File: config.mk
export PLATFORM = sky130hd
export DESIGN_NAME = ctlport_slave
export DESIGN_NICKNAME = d
export VERILOG_FILES = /design/src/rtl/ctlp_pkg.sv /design/src/rtl/ctlp_line_sync.sv /design/src/rtl/ctlp_latch_rx.sv /design/src/rtl/ctlp_bus_rx.sv /design/src/rtl/ctlport_slave.sv
export SDC_FILE = /design/constraint.sdc
export NUM_CORES = 1
export LEC_CHECK = 0
export BUFFER_PORTS_ARGS = -buffer_cell sky130_fd_sc_hd__clkbuf_2
export CELL_PAD_IN_SITES_DETAIL_PLACEMENT = 0
export CELL_PAD_IN_SITES_GLOBAL_PLACEMENT = 1
export CORE_MARGIN = 2
export CORE_UTILIZATION = 50
export CTS_CLUSTER_SIZE = 40
export DETAILED_ROUTE_END_ITERATION = 16
export PLACE_DENSITY = 0.76
export SLEW_MARGIN = 20
export SYNTH_ARGS = -nofsm -noshare
export SYNTH_HDL_FRONTEND = slang
export SYNTH_SLANG_ARGS = --single-unit
File: constraint.sdc
create_clock -name clk -period 2.11 [get_ports clk]
set_input_delay 0.211 -clock clk [delete_from_list [all_inputs] [get_ports clk]]
set_output_delay 0.211 -clock clk [all_outputs]
set_load 0.01 [all_outputs]
File: src/rtl/ctlp_pkg.sv
package ctlp_pkg;
  localparam int REG_AW  = 7;
  localparam int REG_DW  = 9;
  localparam int WORD_W  = REG_AW + REG_DW;
  localparam int BYTE_W  = 8;

  typedef struct packed {
    logic [REG_AW-1:0] addr;
    logic [REG_DW-1:0] data;
  } ctl_word_t;

  typedef enum logic [1:0] {
    TW_IDLE,
    TW_RECV,
    TW_PREACK,
    TW_ACK
  } tw_state_t;
endpackage

File: src/rtl/ctlp_line_sync.sv
module ctlp_line_sync #(
  parameter int   STAGES  = 2,
  parameter logic RST_VAL = 1'b1
) (
  input  logic clk,
  input  logic rst_n,
  input  logic d,
  output logic lvl,
  output logic rise,
  output logic fall
);
  // pipe[0] is the newest sample, pipe[STAGES-1] the synchronized level,
  // pipe[STAGES] the level one cycle earlier
  logic [STAGES:0] pipe;

  always_ff @(posedge clk or negedge rst_n) begin
    if (!rst_n) pipe <= {(STAGES+1){RST_VAL}};
    else        pipe <= {pipe[STAGES-1:0], d};
  end

  assign lvl  = pipe[STAGES-1];
  assign rise =  pipe[STAGES-1] & ~pipe[STAGES];
  assign fall = ~pipe[STAGES-1] &  pipe[STAGES];
endmodule

File: src/rtl/ctlp_latch_rx.sv
module ctlp_latch_rx
  import ctlp_pkg::*;
(
  input  logic      clk,
  input  logic      rst_n,
  input  logic      en,
  input  logic      sck_rise,
  input  logic      dat_lvl,
  input  logic      cs_lvl,
  input  logic      cs_rise,
  input  logic      cs_fall,
  output logic      word_valid,
  output ctl_word_t word
);
  localparam int CNT_W = $clog2(WORD_W + 1);
  localparam logic [CNT_W-1:0] FULL = CNT_W'(WORD_W);

  logic [WORD_W-1:0] shreg;
  logic [CNT_W-1:0]  cnt;

  always_ff @(posedge clk or negedge rst_n) begin
    if (!rst_n) begin
      shreg      <= '0;
      cnt        <= '0;
      word_valid <= 1'b0;
      word       <= '0;
    end else if (!en) begin
      cnt        <= '0;
      word_valid <= 1'b0;
    end else begin
      word_valid <= 1'b0;
      if (cs_rise) begin
        if (cnt == FULL) begin
          word_valid <= 1'b1;
          word       <= ctl_word_t'(shreg);
        end
        cnt <= '0;
      end else if (cs_fall) begin
        cnt <= '0;
      end else if (sck_rise && !cs_lvl) begin
        shreg <= {shreg[WORD_W-2:0], dat_lvl};
        if (cnt != FULL) cnt <= cnt + 1'b1;
      end
    end
  end

  // a commit only follows a chip-select rising edge
  assert_commit_on_latch_R3: assert property (@(posedge clk) disable iff (!rst_n)
    word_valid |-> $past(cs_rise));
endmodule

File: src/rtl/ctlp_bus_rx.sv
module ctlp_bus_rx
  import ctlp_pkg::*;
#(
  parameter logic [REG_AW-1:0] DEV_ADDR = 7'h1A
) (
  input  logic      clk,
  input  logic      rst_n,
  input  logic      en,
  input  logic      sck_lvl,
  input  logic      sck_rise,
  input  logic      sck_fall,
  input  logic      dat_lvl,
  input  logic      dat_rise,
  input  logic      dat_fall,
  output logic      pull,
  output logic      word_valid,
  output ctl_word_t word
);
  tw_state_t         st;
  logic [BYTE_W-1:0] shreg;
  logic [BYTE_W-1:0] hi_byte;
  logic [2:0]        bitn;
  logic [1:0]        bidx;
  logic              start_c, stop_c;
  logic [BYTE_W-1:0] next_sh;

  assign start_c = sck_lvl & dat_fall;
  assign stop_c  = sck_lvl & dat_rise;
  assign next_sh = {shreg[BYTE_W-2:0], dat_lvl};

  always_ff @(posedge clk or negedge rst_n) begin
    if (!rst_n) begin
      st         <= TW_IDLE;
      shreg      <= '0;
      hi_byte    <= '0;
      bitn       <= '0;
      bidx       <= '0;
      pull       <= 1'b0;
      word_valid <= 1'b0;
      word       <= '0;
    end else if (!en) begin
      st         <= TW_IDLE;
      pull       <= 1'b0;
      word_valid <= 1'b0;
    end else begin
      word_valid <= 1'b0;
      if (start_c) begin
        st   <= TW_RECV;
        bitn <= '0;
        bidx <= '0;
        pull <= 1'b0;
      end else if (stop_c) begin
        st   <= TW_IDLE;
        pull <= 1'b0;
      end else begin
        case (st)
          TW_RECV: if (sck_rise) begin
            shreg <= next_sh;
            bitn  <= bitn + 1'b1;
            if (bitn == 3'd7) begin
              if (bidx == 2'd0 && next_sh != {DEV_ADDR, 1'b0}) st <= TW_IDLE;
              else                                              st <= TW_PREACK;
            end
          end
          TW_PREACK: if (sck_fall) begin
            pull <= 1'b1;
            st   <= TW_ACK;
            if (bidx == 2'd1) hi_byte <= shreg;
          end
          TW_ACK: if (sck_fall) begin
            pull <= 1'b0;
            if (bidx == 2'd2) begin
              word_valid <= 1'b1;
              word       <= ctl_word_t'({hi_byte, shreg});
              st         <= TW_IDLE;
            end else begin
              bidx <= bidx + 1'b1;
              st   <= TW_RECV;
            end
          end
          default: ;
        endcase
      end
    end
  end

  // the acknowledge pull starts while the clock is low
  assert_ack_low_clock_R6: assert property (@(posedge clk) disable iff (!rst_n)
    $rose(pull) |-> !sck_lvl);

  // a 2-wire write ends an acknowledge pulse
  assert_write_after_ack_R8: assert property (@(posedge clk) disable iff (!rst_n)
    word_valid |-> $past(pull));
endmodule

File: src/rtl/ctlport_slave.sv
module ctlport_slave
  import ctlp_pkg::*;
#(
  parameter logic [6:0] DEV_ADDR    = 7'h1A,
  parameter int         SYNC_STAGES = 2
) (
  input  logic       clk,
  input  logic       rst_n,
  input  logic       mode_3w,
  input  logic       ser_clk,
  input  logic       ser_dat,
  input  logic       ser_cs,
  output logic       dat_pull_low,
  output logic       wr_valid,
  output logic [6:0] wr_addr,
  output logic [8:0] wr_data
);
  localparam int NLINES = 3;  // 0: clock, 1: data, 2: chip-select

  logic [NLINES-1:0] raw, lvl, rise, fall;
  assign raw = {ser_cs, ser_dat, ser_clk};

  for (genvar g = 0; g < NLINES; g++) begin : g_sync
    ctlp_line_sync #(.STAGES(SYNC_STAGES), .RST_VAL(1'b1)) u_sync (
      .clk(clk), .rst_n(rst_n), .d(raw[g]),
      .lvl(lvl[g]), .rise(rise[g]), .fall(fall[g])
    );
  end

  logic      lr_valid, br_valid, br_pull;
  ctl_word_t lr_word, br_word, out_word;

  ctlp_latch_rx u_latch (
    .clk(clk), .rst_n(rst_n), .en(mode_3w),
    .sck_rise(rise[0]), .dat_lvl(lvl[1]),
    .cs_lvl(lvl[2]), .cs_rise(rise[2]), .cs_fall(fall[2]),
    .word_valid(lr_valid), .word(lr_word)
  );

  ctlp_bus_rx #(.DEV_ADDR(DEV_ADDR)) u_bus (
    .clk(clk), .rst_n(rst_n), .en(!mode_3w),
    .sck_lvl(lvl[0]), .sck_rise(rise[0]), .sck_fall(fall[0]),
    .dat_lvl(lvl[1]), .dat_rise(rise[1]), .dat_fall(fall[1]),
    .pull(br_pull), .word_valid(br_valid), .word(br_word)
  );

  assign wr_valid     = mode_3w ? lr_valid : br_valid;
  assign out_word     = mode_3w ? lr_word  : br_word;
  assign wr_addr      = out_word.addr;
  assign wr_data      = out_word.data;
  assign dat_pull_low = br_pull;

  // strobes are isolated
  assert_single_strobe_R11: assert property (@(posedge clk) disable iff (!rst_n)
    wr_valid |=> !wr_valid);

  // no acknowledge pull in 3-wire framing
  assert_pull_only_2w_R10: assert property (@(posedge clk) disable iff (!rst_n)
    dat_pull_low |-> !mode_3w);
endmodule

# Word level (Yosys, flattened, before mapping)

Cells that the tools add are included.

Register bits: 88
Bits in latches: 0
Memory bits (writable): 0
Bits in read-only memories: 0
Bits of input ports: 6
Output and inout port bits: 18
Word-level logic and storage cells: 117
Memories kept: 0

Add/sub/neg operators: 3
Multipliers: 0
Divide/modulo/power cells: 0
$lt $le $gt $ge: 0
Equality and inequality tests: 17
Shifts and indexed selects: 0
Muxes and demuxes: 41
Bitwise gates (word level): 19
Reductions and logical operators: 20

Operators by type and width:

| cell                                                  | count |
|---|---|
| two-way mux 2 bit                                     | 13 |
| two-way mux 5 bit                                     | 5 |
| two-way mux 1 bit                                     | 16 |
| two-way mux 16 bit                                    | 1 |
| inequality test 5 x 3 -> 1 bit, second input constant | 3 |
| AND reduction 5 bit                                   | 3 |
| two-way mux 3 bit                                     | 4 |
| AND reduction 6 bit                                   | 2 |
| NOT 1 bit                                             | 11 |
| bitwise AND 1 bit                                     | 8 |
| inequality test 4 x 1 -> 1 bit, second input constant | 2 |
| inequality test 8 x 6 -> 1 bit, second input constant | 1 |
| AND reduction 4 bit                                   | 2 |
| nonzero test 2 bit                                    | 4 |
| equality test 2 bit, second input constant            | 3 |
| one-hot mux 2 bit (3 select lines)                    | 1 |
| AND reduction 3 bit                                   | 2 |
| nonzero test 6 bit                                    | 1 |
| adder 5 x 1 -> 5 bit, second input constant           | 1 |
| equality test 5 bit, second input constant            | 1 |
| inequality test 5 x 2 -> 1 bit, second input constant | 1 |
| inequality test 5 bit, second input constant          | 1 |
| nonzero test 5 bit                                    | 1 |
| equality test 2 x 1 -> 1 bit, second input constant   | 2 |
| other kinds (9)                                       | 11 |

# Longest topological paths before layout

Depth in word-level cells: 9
Mapped depth: 7
Depth with buffers taken out: 6

# By module

A second synthesis with hierarchy kept.

Cell total of the unflattened synthesis: 268
Area total of the unflattened synthesis: 3990.1 µm²

Modules (own cells, without submodules):

| module         | instances | cells each | area each (µm²) | sequential area each (µm²) |
|---|---|---|---|---|
| ctlp_bus_rx    | 1         | 131        | 1869.3          | 1026.0 |
| ctlp_latch_rx  | 1         | 102        | 1579.0          | 950.9 |
| ctlp_line_sync | 3         | 5          | 93.8            | 78.8 |
| ctlport_slave  | 1         | 20         | 260.2           | 0.0 |

# Least setup slack after synthesis

No wires, ideal clock.

Kind: register -> register
Start point: register g_sync[0].u_sync.pipe[1]
End point: register u_latch.shreg[10]
Setup time: 0.125 ns
Arrival time: 1.737 ns
Required time: 1.985 ns
Setup slack: 0.248 ns
Stages on the path, launching flop included: 7
Path buffers: 3
Period minus slack after synthesis: 1.862 ns
Cells stage by stage: dfstp_2 -> buf_2 -> nor3b_2 -> and3_1 -> buf_2 -> buf_4 -> mux2_2

Longest elaborated chain between the ends: 3

Ends and longest elaborated chain:

| item                                 | RTL line             | text |
|---|---|---|
| start: declaration                   | ctlp_line_sync.sv:14 | `logic [STAGES:0] pipe;` |
| start signal: assignment             | ctlp_line_sync.sv:17 | `if (!rst_n) pipe <= {(STAGES+1){RST_VAL}};` |
| start signal: assignment             | ctlp_line_sync.sv:18 | `else pipe <= {pipe[STAGES-1:0], d};` |
| bitwise AND 1 bit                    | ctlp_line_sync.sv:22 | `assign rise = pipe[STAGES-1] & ~pipe[STAGES];` |
| logical AND 1 bit                    | ctlp_latch_rx.sv:40  | `end else if (sck_rise && !cs_lvl) begin` |
| AND reduction 4 bit (no source line) | n/a                  |  |
| end signal: assignment               | ctlp_latch_rx.sv:41  | `shreg <= {shreg[WORD_W-2:0], dat_lvl};` |
| end: declaration                     | ctlp_latch_rx.sv:18  | `logic [WORD_W-1:0] shreg;` |

No other way between the ends.
A chain may end at the register's enable or synchronous reset.

# Worst setup path in the final report

Start point: register g_sync[0].u_sync.pipe[2]
End point: register u_bus.hi_byte[5]

Longest elaborated chain between the ends: 2

Ends and longest elaborated chain:

| item                                 | RTL line             | text |
|---|---|---|
| bitwise AND 1 bit                    | ctlp_line_sync.sv:23 | `assign fall = ~pipe[STAGES-1] & pipe[STAGES];` |
| AND reduction 6 bit (no source line) | n/a                  |  |
| end signal: assignment               | ctlp_bus_rx.sv:68    | `if (bidx == 2'd1) hi_byte <= shreg;` |
| end: declaration                     | ctlp_bus_rx.sv:21    | `logic [BYTE_W-1:0] hi_byte;` |

No other way between the ends.

==> results.sh <==
export IMPL_reg2reg_to="u_bus.hi_byte[5]$_DFFE_PN0P_"
export IMPL_post_route_period_util_pct=84.0
export IMPL_cp_endpoint="u_bus.hi_byte[5]$_DFFE_PN0P_"
export IMPL_fin_util_pct=59.7
export IMPL_grt_ovfl_total=0
export IMPL_worst_slew_pin_transition_ns=0.353
export IMPL_p_sw_share_pct=22.1
export IMPL_synth_distinct_cells=42
export IMPL_start_kind="flop"
export IMPL_avgRoutedWirePerCell_um=15.0
export IMPL_critPathMaxStageDelay_ns=0.63
export IMPL_leakagePower_nw=2.23
export IMPL_ys_seq_area_share_pct=57.6
export IMPL_ys_seq_elements=88
export IMPL_final_setup_viol_count=0
export IMPL_critPathCaptureType="flop"
export IMPL_ir_worst_vdd_mv=0.328
export IMPL_cts_path_max_buffers=2
export IMPL_tns_ns=0
export IMPL_critPathMaxFanout=8
export IMPL_cts_tree="yes"
export IMPL_viasPerCell=5.26
export IMPL_async_reset_ff_share_pct=100
export IMPL_r2r_cells=3
export IMPL_htreeDepth=3
export IMPL_io_pins=24
export IMPL_path_class="reg -> reg"
export IMPL_clock_skew_ns=0.0100
export IMPL_busiest_layer="met2"
export IMPL_p_int_mw=2.47
export IMPL_p_switching_mw=0.701
export IMPL_drive_gt1_share_pct=44.2
export IMPL_final_hold_viol_count=0
export IMPL_antennaDiodeCount=0
export IMPL_synth_top_area_share_pct=51.5
export IMPL_relSlewSlack_pct=76.5
export IMPL_grt_use_met1_pct=23.0
export IMPL_setup_worst_path_start="g_sync[0].u_sync.pipe[2]$_DFF_PN1_"
export IMPL_grt_pass1_wl_um=10600
export IMPL_ant_nets=0
export IMPL_yosys_most_used_dff="dfrtp_1"
export IMPL_grt_max_degree=49
export IMPL_antenna_found_initial=0
export IMPL_clkSlewWorstSetupHoldPaths_ns=0.09
export IMPL_die_y_um=91.6
export IMPL_fp_dieW_um=91.6
export IMPL_numCtsBuffers=9
export IMPL_r2r_start="g_sync[0].u_sync.pipe[2]$_DFF_PN1_"
export IMPL_drt_iter0_drc=77
export IMPL_grt_use_total_pct=16.4
export IMPL_hold_path_class="in -> async"
export IMPL_rsz0062_at_grt="false"
export IMPL_start_util_pct=52.4
export IMPL_via_count=2115
export IMPL_period_needed_ns=1.77
export IMPL_worstPathCellList="nand3b_4 > or4b_4 > mux2_4"
export IMPL_floorplan_die_area_um2=8400
export IMPL_num_rows=31
export IMPL_synth_edff_count=0
export IMPL_cts_resized=0
export IMPL_final_area_um2=4370
export IMPL_ys_top_cells_by_area="dfrtp_1 51%, mux2_2 19%, dfstp_2 6.2%"
export IMPL_p_clk_share_pct=40.1
export IMPL_run_status="complete, no violations"
export IMPL_yosysTopAreaCell="dfrtp_1"
export IMPL_met2_usage_pct=23.8
export IMPL_cp_data_arrival_time_ns=2.01
export IMPL_synth_cells=263
export IMPL_comb_power_share_pct=4.2
export IMPL_clock_latency_ns=0.36
export IMPL_synth_top_cells_by_count="79 x dfrtp_1, 64 x mux2_2, 11 x mux2_1, 10 x nor2_1"
export IMPL_post_dp_cell_area_um2=4110
export IMPL_gp_congestion=0.761
export IMPL_syn2layout_area_growth_pct=13.9
export IMPL_core_um2=7330
export IMPL_yosysMostFrequentCell="dfrtp_1"
export IMPL_post_cts_buffers=0
export IMPL_maxCapViolCount=0
export IMPL_clock_fmax_mhz=564
export IMPL_drc=0
export IMPL_dr_pass1_iters=4
export IMPL_grt_pass1_vias=2135
export IMPL_r2r_setup_slack_ns=0.34
export IMPL_clock_sinks=88
export IMPL_pwr_density_cell_nw_per_um2=724
export IMPL_synth_nets=278
export IMPL_grtUsageMet3_pct=3.12
export IMPL_drt_total_wl_um=6050
export IMPL_cts_root_buf="clkbuf_8"
export IMPL_synthesis_area_um2=3840
export IMPL_dp_final_hpwl_um=4060
export IMPL_crit_required_ns=2.35
export IMPL_avgSynthCellArea_um2=14.6
export IMPL_ys_warn_count=0
export IMPL_finalMaxSlewViolations=0
export IMPL_cp_slowest_cell="or4b_4"
export IMPL_io_buffers=23
export IMPL_nets=313
export IMPL_sequentialPowerShare_pct=55.7
cell families (layout without fill, tap and decap cells):
kind of cell	count (synthesis)	after routing	synth area share, %
flops	88	88	57.6
xor+xnor	5	5	1.14
compound gates	17	17	3.19
simple gates	40	40	7.04
buf+inv	20	60	2.67
fa+ha+maj	9	9	2.93
mux	84	84	25.4
metal layers:
metal | share of wire [%] | routed length, um
met3 | 2.9 | 174
met1 | 49 | 2950
met5 | 0 | 0
met2 | 46 | 2770
met4 | 2.5 | 154
critical path, delay by kind of cell (launching register included):
kind | cells | cell delay, ns
simple gates | 2 | 0.72
flops | 1 | 0.61
mux | 1 | 0.33
how the worst min path moves through the flow:
stage	cells after the start	slack, ns	endpoint
5_1_grt	2	0.29	u_latch.shreg[14]$_DFFE_PN0P_
3_3_place_gp	1	0.13	u_latch.shreg[15]$_DFFE_PN0P_
2_1_floorplan	0	-0.08	u_bus.bidx[0]$_DFFE_PN0P_
3_5_place_dp	1	0.12	u_latch.shreg[15]$_DFFE_PN0P_
6_report	2	0.27	u_latch.shreg[15]$_DFFE_PN0P_
4_1_cts	2	0.27	u_latch.shreg[15]$_DFFE_PN0P_
power groups by stage:
stage	clock (mW)	combinational [mW]	sequential (mW)
after floorplan	0	0.0761	1.78
after global placement	0	0.130	1.80
after detailed placement	0	0.132	1.80
after CTS	1.31	0.139	1.76
after global routing	1.38	0.154	1.77
final	1.27	0.133	1.76
layout make-up:
| cell class | count | area [um2] |
|---|---|---|
| flip-flops and latches | 88 | 2210 |
| well taps | 99 | 124 |
| multi-input cells | 155 | 1520 |
| clock inverters | 6 | 91.3 |
| fillers | 581 | 2960 |
| inverters | 8 | 30.0 |
| clock buffers | 10 | 128 |
| repair buffers | 36 | 263 |
flip-flops by register name (all words and copies together) (netlist names):
signal              flops
u_bus.bidx              2
u_bus.st                2
u_bus.hi_byte           8
u_latch.word           16
u_bus.word_valid        1
u_bus.bitn              3
u_bus.pull              1
u_bus.word             16
u_latch.cnt             5
u_latch.word_valid      1
u_bus.shreg             8
g_sync.u_sync.pipe      9
u_latch.shreg          16
repair_timing:
| item | CTS | global route |
|---|---|---|
| hold buffers | 4 | 0 |
| endpoints found under the hold margin | 24 | 0 |
| setup endpoints to repair | 0 | 0 |
stage by stage:
stage | cells | hold slack (ns) | power (mW) | setup slack [ns]
CTS | 402 | 0.270 | 3.22 | 0.320
global route | 402 | 0.287 | 3.30 | 0.229
finish | 402 | 0.274 | 3.17 | 0.337
floorplan | 263 | -0.0846 | 1.86 | 0.248
detailed placement | 382 | 0.124 | 1.93 | 0.335
global placement | 382 | 0.126 | 1.93 | 0.335
layout by cell type, fill, tap and decap left out, types with 3 or more instances in the layout:
cell type / n
dfrtp_1: 79
mux2_2: 64
clkbuf_2: 22
mux2_1: 11
nor2_1: 10
ha_1: 9
clkbuf_8: 9
dfstp_2: 9
inv_1: 8
nand2_1: 8
mux2_4: 8
buf_4: 7
dlygate4sd3_1: 4
xor2_1: 3
nand2b_1: 3
a21oi_1: 3
a22o_1: 3
nand4_1: 3
buf_12: 3
Note: power is estimated with default switching activity, not from simulation.
